**src/rtl/dram_seq_pkg.sv**
```systemverilog
package dram_seq_pkg;

  typedef enum logic [1:0] {
    ST_IDLE,
    ST_ACC,
    ST_REF
  } seq_state_e;

  // packed MSB first: bit layout row_hold[9:8] stagger[7] wait_en[6] ack_mode[5:4] pre[3:2] ras_low[1:0]
  typedef struct packed {
    logic [1:0] row_hold;
    logic       stagger;
    logic       wait_en;
    logic [1:0] ack_mode;
    logic [1:0] pre;
    logic [1:0] ras_low;
  } tim_cfg_t;

  localparam int unsigned TIM_W = $bits(tim_cfg_t);

  localparam tim_cfg_t TIM_RST = '{row_hold: 2'd0, stagger: 1'b0, wait_en: 1'b0,
                                   ack_mode: 2'd1, pre: 2'd1, ras_low: 2'd1};

endpackage

```
**src/rtl/dram_seq_cfg.sv**
```systemverilog
module dram_seq_cfg
  import dram_seq_pkg::*;
#(
  parameter int unsigned REF_W   = 8,
  parameter int unsigned REF_RST = 255
) (
  input  logic                   clk_i,
  input  logic                   rst_ni,
  input  logic                   load_i,
  input  logic                   ok_i,
  input  logic [TIM_W+REF_W-1:0] cfg_i,
  output tim_cfg_t               tim_o,
  output logic [REF_W-1:0]       ref_int_o
);

  always_ff @(posedge clk_i or negedge rst_ni) begin
    if (!rst_ni) begin
      tim_o     <= TIM_RST;
      ref_int_o <= REF_W'(REF_RST);
    end else if (load_i && ok_i) begin
      tim_o     <= tim_cfg_t'(cfg_i[TIM_W-1:0]);
      ref_int_o <= cfg_i[TIM_W+REF_W-1:TIM_W];
    end
  end

endmodule

```
**src/rtl/dram_seq_ref_tmr.sv**
```systemverilog
module dram_seq_ref_tmr #(
  parameter int unsigned REF_W = 8
) (
  input  logic             clk_i,
  input  logic             rst_ni,
  input  logic [REF_W-1:0] ref_int_i,
  input  logic             grant_i,
  output logic             pend_o
);

  logic [REF_W-1:0] tmr_q;
  logic             tick;

  // >= so that a shorter interval loaded mid-count fires at once instead of wrapping
  assign tick = (tmr_q >= ref_int_i);

  always_ff @(posedge clk_i or negedge rst_ni) begin
    if (!rst_ni) begin
      tmr_q  <= '0;
      pend_o <= 1'b0;
    end else begin
      tmr_q  <= tick ? '0 : tmr_q + REF_W'(1);
      pend_o <= tick | (pend_o & ~grant_i);
    end
  end

  assert_grant_pending_R8: assert property (@(posedge clk_i) disable iff (!rst_ni)
    grant_i |-> pend_o);

endmodule

```
**src/rtl/dram_seq_fsm.sv**
```systemverilog
module dram_seq_fsm
  import dram_seq_pkg::*;
#(
  parameter int unsigned BANK_W = 2
) (
  input  logic                     clk_i,
  input  logic                     rst_ni,
  input  logic                     as_i,
  input  logic                     cs_i,
  input  logic                     wr_i,
  input  logic [BANK_W-1:0]        bank_i,
  input  logic                     wait_req_i,
  input  logic                     load_i,
  input  tim_cfg_t                 tim_i,
  input  logic                     ref_pend_i,
  output logic [(1<<BANK_W)-1:0]   ras_o,
  output logic                     cas_o,
  output logic                     col_sel_o,
  output logic                     ack_o,
  output logic                     ref_grant_o,
  output logic                     idle_o
);

  localparam int unsigned NB = 1 << BANK_W;
  localparam int unsigned CW = $clog2(NB + 8);

  seq_state_e        state_q;
  logic [CW-1:0]     cnt_q;
  logic [1:0]        pre_q;
  logic [BANK_W-1:0] bank_q;
  logic              wr_q;
  logic              extra_q;

  logic          req, start_acc, start_ref, release_now;
  logic [CW-1:0] hold_c, cas_c, ack_c, ref_last;

  assign req       = as_i && cs_i;
  assign idle_o    = (state_q == ST_IDLE);
  assign start_acc = idle_o && (pre_q == '0) && req && !load_i;
  assign start_ref = idle_o && (pre_q == '0) && !req && ref_pend_i && !load_i;
  assign ref_grant_o = start_ref;

  assign hold_c   = CW'(tim_i.row_hold) + CW'(1);
  assign cas_c    = hold_c + CW'(1) + CW'(wr_q);
  assign ack_c    = CW'(tim_i.ack_mode) + CW'(extra_q);
  assign ref_last = CW'(tim_i.ras_low) + (tim_i.stagger ? CW'(NB - 1) : CW'(0));

  assign release_now = ((state_q == ST_ACC) && !as_i) ||
                       ((state_q == ST_REF) && (cnt_q == ref_last));

  always_ff @(posedge clk_i or negedge rst_ni) begin
    if (!rst_ni) begin
      state_q <= ST_IDLE;
      cnt_q   <= '0;
      pre_q   <= '0;
      bank_q  <= '0;
      wr_q    <= 1'b0;
      extra_q <= 1'b0;
    end else begin
      if (pre_q != '0) pre_q <= pre_q - 2'd1;
      unique case (state_q)
        ST_IDLE: begin
          if (start_acc) begin
            state_q <= ST_ACC;
            cnt_q   <= '0;
            bank_q  <= bank_i;
            wr_q    <= wr_i;
            extra_q <= tim_i.wait_en & wait_req_i;
          end else if (start_ref) begin
            state_q <= ST_REF;
            cnt_q   <= '0;
          end
        end
        ST_ACC: begin
          if (!as_i) begin
            state_q <= ST_IDLE;
            pre_q   <= tim_i.pre;
          end else if (cnt_q != '1) begin
            cnt_q <= cnt_q + CW'(1);
          end
        end
        ST_REF: begin
          if (cnt_q == ref_last) begin
            state_q <= ST_IDLE;
            pre_q   <= tim_i.pre;
          end else begin
            cnt_q <= cnt_q + CW'(1);
          end
        end
        default: state_q <= ST_IDLE;
      endcase
    end
  end

  assign col_sel_o = (state_q == ST_ACC) && (cnt_q >= hold_c);
  assign cas_o     = (state_q == ST_ACC) && (cnt_q >= cas_c);
  assign ack_o     = (state_q == ST_ACC) && (cnt_q >= ack_c);

  for (genvar k = 0; k < NB; k++) begin : g_ras
    logic [CW-1:0] lo, hi;
    assign lo = tim_i.stagger ? CW'(k) : CW'(0);
    assign hi = lo + CW'(tim_i.ras_low);
    assign ras_o[k] = ((state_q == ST_ACC) && (bank_q == BANK_W'(k))) ||
                      ((state_q == ST_REF) && (cnt_q >= lo) && (cnt_q <= hi));
  end

  // checker: cycles with every row strobe low, and the precharge loaded at the last release
  logic [CW-1:0] gap_q;
  logic [1:0]    pre_used_q;

  always_ff @(posedge clk_i or negedge rst_ni) begin
    if (!rst_ni) begin
      gap_q      <= '1;
      pre_used_q <= '0;
    end else begin
      if (|ras_o)            gap_q <= '0;
      else if (gap_q != '1)  gap_q <= gap_q + CW'(1);
      if (release_now) pre_used_q <= tim_i.pre;
    end
  end

  assert_precharge_gap_R7: assert property (@(posedge clk_i) disable iff (!rst_ni)
    $rose(|ras_o) |-> (gap_q >= CW'(pre_used_q) + CW'(1)));

  assert_col_before_cas_R3: assert property (@(posedge clk_i) disable iff (!rst_ni)
    $rose(cas_o) |-> $past(col_sel_o));

  assert_strobe_release_R6: assert property (@(posedge clk_i) disable iff (!rst_ni)
    !as_i |=> !(ack_o || cas_o || col_sel_o));

  assert_no_refresh_in_access_R12: assert property (@(posedge clk_i) disable iff (!rst_ni)
    (cas_o && as_i) |=> ($countones(ras_o) == 1));

endmodule

```
**src/rtl/dram_seq.sv**
```systemverilog
module dram_seq
  import dram_seq_pkg::*;
#(
  parameter int unsigned BANK_W  = 2,
  parameter int unsigned REF_W   = 8,
  parameter int unsigned REF_RST = 255
) (
  input  logic                     clk_i,
  input  logic                     rst_ni,
  input  logic                     as_i,
  input  logic                     cs_i,
  input  logic                     wr_i,
  input  logic [BANK_W-1:0]        bank_i,
  input  logic                     wait_req_i,
  input  logic                     cfg_load_i,
  input  logic [TIM_W+REF_W-1:0]   cfg_i,
  output logic [(1<<BANK_W)-1:0]   ras_o,
  output logic                     cas_o,
  output logic                     col_sel_o,
  output logic                     ack_o
);

  tim_cfg_t         tim;
  logic [REF_W-1:0] ref_int;
  logic             ref_pend, ref_grant, idle;

  dram_seq_cfg #(.REF_W(REF_W), .REF_RST(REF_RST)) i_cfg (
    .clk_i     (clk_i),
    .rst_ni    (rst_ni),
    .load_i    (cfg_load_i),
    .ok_i      (idle),
    .cfg_i     (cfg_i),
    .tim_o     (tim),
    .ref_int_o (ref_int)
  );

  dram_seq_ref_tmr #(.REF_W(REF_W)) i_ref_tmr (
    .clk_i     (clk_i),
    .rst_ni    (rst_ni),
    .ref_int_i (ref_int),
    .grant_i   (ref_grant),
    .pend_o    (ref_pend)
  );

  dram_seq_fsm #(.BANK_W(BANK_W)) i_fsm (
    .clk_i       (clk_i),
    .rst_ni      (rst_ni),
    .as_i        (as_i),
    .cs_i        (cs_i),
    .wr_i        (wr_i),
    .bank_i      (bank_i),
    .wait_req_i  (wait_req_i),
    .load_i      (cfg_load_i),
    .tim_i       (tim),
    .ref_pend_i  (ref_pend),
    .ras_o       (ras_o),
    .cas_o       (cas_o),
    .col_sel_o   (col_sel_o),
    .ack_o       (ack_o),
    .ref_grant_o (ref_grant),
    .idle_o      (idle)
  );

endmodule

```
**config.mk**
```make
export PLATFORM = sky130hd
export DESIGN_NAME = dram_seq
export DESIGN_NICKNAME = d
export VERILOG_FILES = /design/src/rtl/dram_seq_pkg.sv /design/src/rtl/dram_seq_cfg.sv /design/src/rtl/dram_seq_ref_tmr.sv /design/src/rtl/dram_seq_fsm.sv /design/src/rtl/dram_seq.sv
export SDC_FILE = /design/constraint.sdc
export NUM_CORES = 1
export LEC_CHECK = 0
export ABC_AREA = 1
export CELL_PAD_IN_SITES_DETAIL_PLACEMENT = 1
export CELL_PAD_IN_SITES_GLOBAL_PLACEMENT = 1
export CORE_UTILIZATION = 46
export CTS_BUF_LIST = sky130_fd_sc_hd__clkbuf_2
export DETAILED_ROUTE_END_ITERATION = 7
export PLACE_DENSITY_LB_ADDON = 0.2
export SETUP_SLACK_MARGIN = 0.4
export SYNTH_ARGS = -nofsm -noshare
export SYNTH_HDL_FRONTEND = slang
export SYNTH_SLANG_ARGS = --single-unit
```
**constraint.sdc**
```tcl
create_clock -name clk_i -period 3.4 [get_ports clk_i]
set_clock_uncertainty 0.2 [all_clocks]
set_input_delay 0.34 -clock clk_i [delete_from_list [all_inputs] [get_ports clk_i]]
set_output_delay 0.34 -clock clk_i [all_outputs]
set_load 0.01 [all_outputs]
```
Yosys cells after proc, flatten, opt, wreduce, memory -nomap -nowiden --
Index checks and enable logic that the tools add are counted.
Word-level totals: register bits after elaboration 39, input port bits 27, output and inout bits 7, logic and storage cells 110
Cells by class: add/subtract/negate cells 10, $lt $le $gt $ge 12, equality and inequality tests 13, muxes and demuxes 19, bitwise gates (word level) 4, reduce and logical (&&, ||, !) cells 37
Operators with widths (number):
- $ge 4x4->1 | 6
- $logic_and 1x1->1 | 23
- $mux 4 | 5
- $mux 2 | 9
- $add 4x2->4 | 3
- $le 4x4->1 | 3
- $pmux 4 s3 | 1
- $add 4x1->4 const B | 2
- $add 8x1->8 const B | 1
- $ge 8x8->1 | 1
- $mux 8 | 1
- $eq 2x2->1 const B | 3
- $logic_not 2->1 | 3
- $ne 2x2->1 const B | 3
- $pmux 2 s3 | 1
- $reduce_and 5->1 | 1
- $add 4x1->4 | 1
- $eq 2x1->1 const B | 2
- $eq 4x4->1 | 1
- $ge 4x1->1 const B | 1
- $le 4x2->1 | 1
- $logic_or 1x1->1 | 4
- $ne 2x1->1 const B | 2
- $ne 4x4->1 const B | 1
- other kinds (14) | 16

Longest topological paths before layout --
Gate-level depths: netlist of run 1.
depth after elaboration 8, gate-level depth with buffers 12, gate-level depth less buffers 12

By module --
From an unflattened synthesis of run 1, not the netlist that was laid out.
Unflattened totals: cells, all modules 376, area, all modules 3002.9 um^2
Modules (own cells, without submodules):
- dram_seq_fsm | instances 1, cells an instance 224, area an instance 1606.5 um^2, sequential area each 300.3 um^2
- dram_seq_cfg | instances 1, cells an instance 78, area an instance 777.0 um^2, sequential area each 464.2 um^2
- dram_seq_ref_tmr | instances 1, cells an instance 74, area an instance 619.3 um^2, sequential area each 225.2 um^2

Least setup slack after synthesis of run 1 --
OpenSTA, ideal clock, no wires.
kind flip-flop to output port, start point register i_cfg.tim_o[8] in the netlist's numbering, end point output port cas_o, arrival 1.769 ns, required time 2.860 ns, slack 1.091 ns, cell stages (with the launch flop) 12, buffers on the path 0, cell sequence dfrtp_1 ha_1 inv_1 fa_1 inv_1 ha_1 inv_1 o21bai_1 nand3_1 nand3_1 nand2_1 inv_1
On the way: longest elaborated chain between the ends 5
RTL lines:
- start: declaration | RTL line dram_seq_cfg.sv:12 | output tim_cfg_t tim_o,
- start signal: assignment | RTL line dram_seq_cfg.sv:21 | tim_o <= tim_cfg_t'(cfg_i[TIM_W-1:0]);
- $add 2x1->3 | RTL line dram_seq_fsm.sv:43 | assign hold_c = CW'(tim_i.row_hold) + CW'(1);
- $add 4x1->4 (2 in a row) | RTL line dram_seq_fsm.sv:44 | assign cas_c = hold_c + CW'(1) + CW'(wr_q);
- $ge 4x4->1 | RTL line dram_seq_fsm.sv:96 | assign cas_o = (state_q == ST_ACC) && (cnt_q >= cas_c);
- $logic_and 1x1->1 | RTL line dram_seq_fsm.sv:96
- end: declaration | RTL line dram_seq.sv:18 | output logic cas_o,
No other way between the ends.

Worst setup path after layout of run 1 --
start point register i_fsm.wr_q, end point output port cas_o
On the way: longest elaborated chain between the ends 3
RTL lines:
- start: declaration | RTL line dram_seq_fsm.sv:31 | logic wr_q;
- start signal: assignment | RTL line dram_seq_fsm.sv:67 | wr_q <= wr_i;
- $add 4x1->4 | RTL line dram_seq_fsm.sv:44
- $ge 4x4->1 | RTL line dram_seq_fsm.sv:96
- $logic_and 1x1->1 | RTL line dram_seq_fsm.sv:96
No other way between the ends.

==> impl_metrics.csv, run 1 <==
group,metric,value,unit
cells_and_area,fin_area,0.003292,sq mm
floorplanning,die_h,79.16,um
cells_and_area,drive_above_1_share,14.36,%
cells_and_area,diodes,0,
logic_synthesis,synth.area.top_cells,"dfrtp_1 26%, ha_1 18%, dfstp_2 11%",
global_routing,antenna_found_initial,0,
pwr,leakage,1.747,nW
clock_network,htree_levels,2,
logic_synthesis,syn_nets,410,
critical_path,endpoint_kind,"output port",
logic_synthesis,ys_types,33,
logic_synthesis,synthCells,342,
sta,finalSetupViolations,0,
drt,first_pass_iters,4,
floorplanning,core,0.005608,sq mm
critical_path,cp-start-kind,"flop",
cells_and_area,n_fill_cell,725,
logic_synthesis,yosysMostFrequentCell,"nand2_1",
logic_synthesis,synth-xor-area-share,2.238,%
logic_synthesis,async_flop_share,100.0,%
clock_network,cts.sinks,39,
logic_synthesis,synthSimpleGateAreaFrac,23.71,%
sta,post-route-min-period,2.965,ns
logic_synthesis,synth.ff_latch_count,39,
sta,tns,0,ns
placement,gp_congestion,0.7946,
logic_synthesis,synth.top_cell.area_share,25.58,%
floorplanning,core.rowCount,27,
drt,ant_nets,0,
clock_network,insertion_delay,0.39,ns
logic_synthesis,avgSynthCellArea,8.008,sq um
sta,rsz0062_at_grt,"yes",
critical_path,path_class,"reg2out",
pwr,p_per_area,975.7,mW/mm^2
global_routing,grt_max_degree,40,
sta,drv_slew,0,
floorplanning,die_w,79.16,um
clock_network,clk_pin_slew,0.21,ns
placement,placed_cells,444,
status,status,"finished clean",
clock_network,numCtsBuffers,5,
logic_synthesis,yosysTopAreaCell,"dfrtp_1",
logic_synthesis,synth.mux.area_fraction,3.289,%
cells_and_area,syn2layout_area_growth,20.19,%
logic_synthesis,synth_compound_area_share,7.401,%
drt,drc,0,
logic_synthesis,yosysSeqAreaShare,36.14,%
cells_and_area,stdcell_count,462,
logic_synthesis,ys.warnings.count,0,
drt,drtIter0Drc,67,
floorplanning,io_pins,34,
global_routing,grt_overflow,0,
run,drv_cap,0,
pwr,ir_drop,410.3,uV
logic_synthesis,synth_top_family_by_area,"simple AND/OR/NAND/NOR gates",
sta,hold_violations,0,
floorplanning,start_util,48.84,%
critical_path,cp_max_fo,2,
clock_network,clock_path_buffers,2,
placement,dpl_worst_slack,0.4604,ns
floorplanning,die_area,0.006266,sq mm
drt,via_per_inst,5.156,
logic_synthesis,synth_common_cells,"74 x nand2_1, 55 x inv_1, 40 x ha_1",
cells_and_area,multiInputGateArea,0.001560,sq mm
global_routing,first_global_vias,2574,
placement,dp_hpwl,5373,um
sta,relSlewSlack,41.22,%
drt,wl,7030,um
cells_and_area,final_nets,457,
drt,wl_per_cell,15.22,um
cells_and_area,regArea,993.5,sq um
logic_synthesis,synth_edf_count,0,
sta,max_freq,0.3372,GHz
critical_path,required,2.86,ns
global_routing,grt.total_usage,25.04,%
sta,setup_slack,0.4346,ns
sta,worstMarginPinSlew,0.8818,ns
global_routing,grt_first_pass_wirelength,11850,um
clock_network,clock-root-buffer,"clkbuf_2",
clock_network,cts_tree,"yes",
logic_synthesis,synth_flop_cell,"dfrtp_1",
critical_path,arrival,2.43,ns
placement,post_dp_cell_area,0.003139,sq mm
sta,finalCritPeriodShare,87.22,%
logic_synthesis,synthAdderAreaFrac,19.00,%
placement,port_buffers,33,
drt,vias,2382,
min_path,min_path_type,"in2reg",
logic_synthesis,syn_area,0.002739,sq mm
==> critical path, cell delays in order (launching register included) <==
cell	delay, ns
dfrtp_1	0.43
inv_2	0.06
ha_1	0.14
inv_2	0.04
fa_1	0.47
inv_1	0.06
ha_4	0.26
inv_1	0.04
o21bai_1	0.16
nand3_1	0.09
nand3_1	0.07
nand2_1	0.05
inv_1	0.05
buf_2	0.11
==> sequential cells by signal, indices dropped and copies added (netlist names) <==
| signal | flops |
|---|---|
| i_cfg.tim_o | 10 |
| i_fsm.extra_q | 1 |
| i_cfg.ref_int_o | 8 |
| i_ref_tmr.tmr_q | 8 |
| i_fsm.bank_q | 2 |
| i_fsm.wr_q | 1 |
| i_fsm.state_q | 2 |
| i_fsm.pre_q | 2 |
| i_fsm.cnt_q | 4 |
| i_ref_tmr.pend_o | 1 |
==> final timing paths <==
| kind | startpoint | to | slack (ns) | cells past startpoint |
|---|---|---|---|---|
| worst max-delay path | i_fsm.wr_q | cas_o | 0.43 | 13 |
| worst min-delay path | cfg_i[16] | i_cfg.ref_int_o[6] | 0.27 | 3 |
| worst max register to register | i_cfg.tim_o[0] | i_fsm.pre_q[1] | 0.99 | 12 |
| worst min register to register | i_ref_tmr.tmr_q[0] | i_ref_tmr.tmr_q[0] | 0.28 | 1 |
| max in group asynchronous | rst_ni | i_fsm.cnt_q[2] | 2.03 | 2 |
| min in group asynchronous | rst_ni | i_fsm.cnt_q[3] | 0.38 | 2 |
==> where the power goes <==
group	total [mW]	switching [mW]	internal (mW)
clock	0.199	0.153	0.0458
combinational	2.11	1.19	0.911
sequential	0.907	0.188	0.719
total	3.21	1.54	1.68
==> routing by layer <==
metal	GRT usage, %	share of wire, %
met2	46.38	52
met5	0	0
met3	3.218	2.8
met4	9.636	2.3
met1	29.03	43
==> placed cells by master, fill, tap and decap left out, types with 2 or more instances in the layout <==
cell	Yosys	routed
xor2_1	3	3
clkinv_1	0	2
dlygate4sd2_1	0	2
clkbuf_2	0	5
buf_4	1	9
dfrtp_1	28	25
ha_4	0	2
xnor2_1	4	4
nand4_1	6	6
nor2_1	39	38
a21oi_1	22	22
nand3_1	20	20
nor3_1	3	3
buf_2	0	2
mux2_2	8	8
o21ai_0	7	5
o21ai_1	1	3
dfstp_2	11	11
dfrtp_2	0	3
ha_1	40	36
nand2_2	3	3
nand2_1	74	74
inv_2	1	3
clkdlybuf4s50_1	0	27
inv_1	55	53
ha_2	0	2
==> logic make-up after synthesis <==
logic type | count (synthesis)
muxes | 8
adders and majority gates | 41
AOI/OAI and AO/OA | 37
buffers and inverters | 59
DFF | 39
xor gates and xnor gates | 7
and+or+nand+nor | 151
==> metrics by stage <==
| stage | utilization, % | hold slack (ns) | total power [mW] |
|---|---|---|---|
| 5_1_grt | 58.70 | 0.2473 | 3.558 |
| 3_5_place_dp | 55.98 | 0.2661 | 2.862 |
| 6_report | 58.70 | 0.2742 | 3.212 |
| 3_3_place_gp | 55.98 | 0.2483 | 2.729 |
| 2_1_floorplan | - | -0.1556 | 2.253 |
| 4_1_cts | 58.17 | 0.2464 | 3.163 |
==> final cells by class <==
class	instances	area share [%]
multi-input cells	244	47.40
flip-flops and latches	39	30.18
repair buffers	43	12.09
inverters	56	6.385
well taps	72	2.737
clock buffers	5	0.7602
clock inverters	3	0.4561
==> repair_timing <==
item / in CTS / in global routing
hold buffers: 1 / 0
setup buffers: 8 / 1
endpoints found under the hold margin: 28 / 0
pin swaps: 0 / 3
resized for setup: 9 / 14
setup endpoints to repair: 5 / 5
Power figures use the tool's default switching activity.
==> inputs of run 2 (changes only) <==
SETUP_SLACK_MARGIN = 0.5   (was 0.4)
==> impl_metrics.csv, run 2 (same netlist as run 1, synthesis figures left out) <==
group,metric,value,unit
status,status,"finished clean",
floorplanning,die_area,0.006266,sq mm
run,drv_cap,0,
cells_and_area,diodes,0,
floorplanning,core.rowCount,27,
sta,rsz0062_at_grt,"yes",
critical_path,required,2.86,ns
cells_and_area,top_regs,"i_cfg.tim_o: 10 flops, i_cfg.ref_int_o: 8 flops, i_ref_tmr.tmr_q: 8 flops",
global_routing,first_global_vias,2572,
drt,drc,0,
sta,post-route-min-period,2.962,ns
pwr,ir_drop,388.1,uV
global_routing,grt.total_usage,25.02,%
clock_network,clk_pin_slew,0.21,ns
critical_path,cp_max_fo,2,
clock_network,cts_tree,"yes",
sta,worstMarginPinSlew,0.8761,ns
clock_network,insertion_delay,0.39,ns
floorplanning,start_util,48.84,%
sta,finalSetupViolations,0,
cells_and_area,largest_register,"i_cfg.tim_o",
cells_and_area,mostFrequentLayoutCell,"nand2_1",
critical_path,crit_start,"i_fsm.wr_q",
drt,first_pass_iters,4,
pwr,switching_power,1.544,mW
clock_network,clock-root-buffer,"clkbuf_2",
critical_path,cp-start-kind,"flop",
global_routing,grt_max_degree,40,
min_path,min_from,"cfg_i[16]",
sta,setup_slack,0.4379,ns
pwr,p_int,1.678,mW
sta,hold_violations,0,
global_routing,antenna_found_initial,0,
placement,port_buffers,33,
clock_network,cts.sinks,39,
drt,drtIter0Drc,77,
floorplanning,die_w,79.16,um
placement,dp_hpwl,5373,um
sta,finalCritPeriodShare,87.12,%
global_routing,grt_first_pass_wirelength,11840,um
cells_and_area,syn2layout_area_growth,20.47,%
pwr,p_comb_share,65.7,%
sta,drv_slew,0,
pwr,leakage,1.764,nW
global_routing,grt_overflow,0,
drt,wl,7044,um
floorplanning,die_h,79.16,um
cells_and_area,fin_area,0.003299,sq mm
cells_and_area,largest_reg_flops,10,
drt,via_per_inst,5.147,
floorplanning,core,0.005608,sq mm
pwr,power_frac_seq,28.1,%
sta,tns,0,ns
placement,post_dp_cell_area,0.003139,sq mm
cells_and_area,final_nets,458,
floorplanning,io_pins,34,
critical_path,worstReg2RegStart,"i_cfg.tim_o[0]",
pwr,finalPower,3.222,mW
placement,gp_congestion,0.7946,
cells_and_area,final_util,58.84,%
min_path,min_path_type,"in2reg",
cells_and_area,layout_common_cells,"74 x nand2_1, 53 x inv_1, 38 x nor2_1",
sta,relSlewSlack,41.59,%
drt,vias,2383,
cells_and_area,n_fill_cell,730,
pwr,p_clk_share,6.2,%
drt,wl_per_cell,15.21,um
cells_and_area,drive_above_1_share,15.60,%
clock_network,clock_path_buffers,2,
drt,ant_nets,0,
critical_path,path_class,"reg2out",
placement,dpl_worst_slack,0.4604,ns
critical_path,arrival,2.42,ns
critical_path,endpoint_kind,"output port",
clock_network,htree_levels,2,
clock_network,numCtsBuffers,5,
pwr,p_sw_share,47.92,%
sta,max_freq,0.3376,GHz
pwr,p_per_area,976.4,mW/mm^2
-- run 2: changes by cell type in the layout (fill, tap and decap cells not counted), sizes merged --
cell           previous run  this run
clkbuf                    5         7
clkdlybuf4s50            27        25
buf                      11        12
dlygate4sd2               2         1
dlymetal6s2s              1         2
-- run 2: final timing paths --
path	endpoint	slack, ns	cells after the start
max in group asynchronous	i_fsm.cnt_q[2]	2.04	2
min in group asynchronous	i_fsm.cnt_q[3]	0.38	2
worst min register to register	i_ref_tmr.tmr_q[0]	0.28	1
worst max-delay path	cas_o	0.44	13
worst max register to register	i_fsm.pre_q[1]	1.02	12
worst min-delay path	i_cfg.ref_int_o[6]	0.27	3
-- run 2: stage by stage --
stage | instances | hold WS, ns
2_1_floorplan | 342 | -0.1556
3_3_place_gp | 444 | 0.2483
3_5_place_dp | 444 | 0.2661
4_1_cts | 462 | 0.2464
5_1_grt | 463 | 0.2473
6_report | 463 | 0.2735
-- run 2: cell type report --
type                       instances  area (sq um)  area share (%)
multi-input combinational        244          1567           47.48
clock buffer                       5         25.02          0.7584
inverter                          56         210.2           6.371
sequential                        39         993.5           30.11
tap                               72         90.09           2.730
clock inverter                     3         15.01          0.4551
timing repair buffer              44         399.1           12.10
-- run 2: routing by layer --
| metal | wire length, um | global-route usage, % |
|---|---|---|
| met5 | 0 | 0 |
| met4 | 157 | 9.636 |
| met3 | 178 | 3.218 |
| met2 | 3701 | 46.29 |
| met1 | 3007 | 29.03 |
-- run 2: worst max-delay path: stages (launching register included) --
cell and delay (ns):
dfrtp_1 0.43, inv_2 0.06, ha_1 0.14, inv_2 0.04, fa_1 0.47, inv_1 0.06, ha_4 0.26, inv_1 0.04
o21bai_1 0.15, nand3_1 0.09, nand3_1 0.07, nand2_1 0.05, inv_1 0.05, buf_2 0.12
-- run 2: repair_timing --
item | CTS | global route
setup buffers | 9 | 1
gates resized for setup | 12 | 19
endpoints found under the setup margin | 6 | 6
endpoints found under the hold margin | 28 | 0
pin swaps | 1 | 3
hold buffers | 1 | 0
-- run 2: power by group through the flow --
stage | clock network, mW | logic (mW) | registers, mW
after CTS | 0.213 | 2.06 | 0.902
after floorplan | 0 | 1.39 | 0.861
after detailed placement | 0 | 1.94 | 0.926
after global routing | 0.224 | 2.41 | 0.931
after global placement | 0 | 1.82 | 0.906
final | 0.199 | 2.12 | 0.906
==> inputs of run 3 (changes only) <==
TNS_END_PERCENT = 30   (was default)
==> impl_metrics.csv, run 3 (same netlist as run 1, synthesis figures left out) <==
group,metric,value,unit
cells_and_area,drive_above_1_share,13.14,%
clock_network,clock-root-buffer,"clkbuf_2",
critical_path,required,2.86,ns
floorplanning,core.rowCount,27,
critical_path,worstReg2RegStart,"i_cfg.tim_o[0]",
critical_path,cp.depth,13,
drt,vias,2390,
global_routing,grt.total_usage,24.99,%
floorplanning,die_area,0.006266,sq mm
cells_and_area,largest_reg_flops,10,
floorplanning,die_h,79.16,um
sta,worstMarginPinSlew,0.8867,ns
critical_path,crit_start,"i_fsm.wr_q",
pwr,switching_power,1.513,mW
critical_path,worstPathCellList,"inv_1 -> ha_1 -> inv_1 -> fa_1 -> inv_1 -> ha_1 -> inv_1 -> o21bai_1 -> nand3_1 -> nand3_1 -> nand2_1 -> inv_1 -> clkbuf_2",
pwr,leakage,1.752,nW
drt,wl,7024,um
sta,drv_slew,0,
critical_path,cp.buffers_inverters,6,
sta,rsz0062_at_grt,"yes",
pwr,power_frac_seq,28.9,%
cells_and_area,layout_common_cells,"74 x nand2_1, 54 x inv_1, 39 x nor2_1",
cells_and_area,final_nets,455,
cells_and_area,fin_area,0.003267,sq mm
drt,drc,0,
clock_network,cts_tree,"yes",
run,drv_cap,0,
critical_path,endpoint_kind,"output port",
critical_path,path_common_cell,"inv_1",
sta,finalSetupViolations,0,
drt,drtIter0Drc,86,
global_routing,grt_overflow,0,
critical_path,path_delay_family,"adder cells",
cells_and_area,diodes,0,
critical_path,rrSetupSlack,1.03,ns
placement,dpl_worst_slack,0.4604,ns
pwr,finalPower,3.151,mW
drt,wl_per_cell,15.27,um
critical_path,critPathMaxStageDelay,0.47,ns
clock_network,cts.sinks,39,
clock_network,htree_levels,2,
critical_path,path_class,"reg2out",
drt,first_pass_iters,4,
sta,post-route-min-period,2.972,ns
global_routing,antenna_found_initial,0,
cells_and_area,mostFrequentLayoutCell,"nand2_1",
cells_and_area,largest_register,"i_cfg.tim_o",
pwr,ir_drop,388.7,uV
min_path,hold_depth,3,
pwr,p_comb_share,64.8,%
placement,gp_congestion,0.7946,
pwr,p_per_area,964.5,mW/mm^2
floorplanning,die_w,79.16,um
critical_path,slowest_stage,"fa_1",
sta,tns,0,ns
cells_and_area,syn2layout_area_growth,19.28,%
floorplanning,core,0.005608,sq mm
sta,max_freq,0.3364,GHz
cells_and_area,top_regs,"i_cfg.tim_o: 10 flops, i_cfg.ref_int_o: 8 flops, i_ref_tmr.tmr_q: 8 flops",
cells_and_area,regArea,994.7,sq um
cells_and_area,n_fill_cell,718,
global_routing,first_global_vias,2574,
cells_and_area,multiInputGateArea,0.001543,sq mm
placement,post_dp_cell_area,0.003139,sq mm
critical_path,cp-start-kind,"flop",
sta,relSlewSlack,40.89,%
pwr,p_int,1.638,mW
sta,finalCritPeriodShare,87.42,%
min_path,min_from,"cfg_i[16]",
clock_network,numCtsBuffers,5,
clock_network,clk_pin_slew,0.20,ns
floorplanning,io_pins,34,
critical_path,arrival,2.43,ns
pwr,p_sw_share,48.02,%
clock_network,insertion_delay,0.39,ns
placement,dp_hpwl,5373,um
critical_path,cp_max_fo,2,
pwr,p_clk_share,6.3,%
global_routing,grt_max_degree,40,
min_path,min_path_type,"in2reg",
sta,setup_slack,0.4278,ns
placement,port_buffers,33,
drt,ant_nets,0,
clock_network,clock_path_buffers,2,
critical_path,r2r_cells,11,
sta,hold_violations,0,
drt,via_per_inst,5.196,
floorplanning,start_util,48.84,%
global_routing,grt_first_pass_wirelength,11850,um
status,status,"finished clean",
==> run 3: cell types whose count changed in the layout (fill, tap and decap cells not counted), sizes merged <==
cell           previous run  this run
clkdlybuf4s50            25        27
inv                      56        55
clkbuf                    7         6
clkinvlp                  1         2
clkdlybuf4s15             1         0
buf                      12         8
dlygate4sd2               1         2
==> run 3: metal layers <==
layer | share of wire [%] | up-vias | GRT usage, % | wire length (um)
li1 | - | 1184 | - | -
met1 | 42 | 1160 | 29.03 | 2978
met2 | 53 | 36 | 46.21 | 3738
met3 | 2.8 | 10 | 3.218 | 194
met4 | 1.6 | 0 | 9.636 | 112
met5 | 0 | - | 0 | 0
==> run 3: power groups by stage <==
stage	clock network, mW	logic, mW	registers [mW]
2_1_floorplan	0	1.39	0.861
3_3_place_gp	0	1.82	0.906
3_5_place_dp	0	1.94	0.926
4_1_cts	0.213	2.03	0.905
5_1_grt	0.223	2.33	0.938
6_report	0.199	2.04	0.909
==> run 3: path summary, 6_finish.rpt <==
check / endpoint
max: cas_o
min: i_cfg.ref_int_o[6]
max reg2reg: i_fsm.pre_q[1]
min reg2reg: i_ref_tmr.tmr_q[0]
max in group asynchronous: i_fsm.cnt_q[0]
min in group asynchronous: i_ref_tmr.tmr_q[7]
==> run 3: what timing repair did <==
| item | 4_1_cts | 5_1_grt |
|---|---|---|
| hold endpoints to repair | 28 | 0 |
| gates resized for setup | 6 | 11 |
| buffers inserted | 6 | 1 |
| endpoints found under the setup margin | 6 | 7 |
| pin swaps | 0 | 0 |
| hold buffers | 1 | 0 |
| cloned | 0 | 0 |
==> run 3: tightest hold or removal path, delay by kind of cell <==
kind	cells	cell delay [ns]
AND/OR/NAND/NOR	1	0.10
buffers and inverters	1	0.40
AO/OA/AOI/OAI	1	0.05
==> run 3: cell type report <==
class	count	area share [%]
Sequential cell	39	30.45
Tap cell	72	2.758
Multi-Input combinational cell	244	47.22
Inverter	56	6.549
Clock inverter	3	0.4596
Clock buffer	5	0.7660
Timing Repair Buffer	41	11.80
==> run 3: per-stage QoR <==
stage               hold slack (ns)  util, %  std cells
detailed placement           0.2661    55.98        444
floorplan                   -0.1556        -        342
global route                 0.2473    58.26        460
CTS                          0.2464    57.90        459
global placement             0.2483    55.98        444
finish                       0.2726    58.26        460
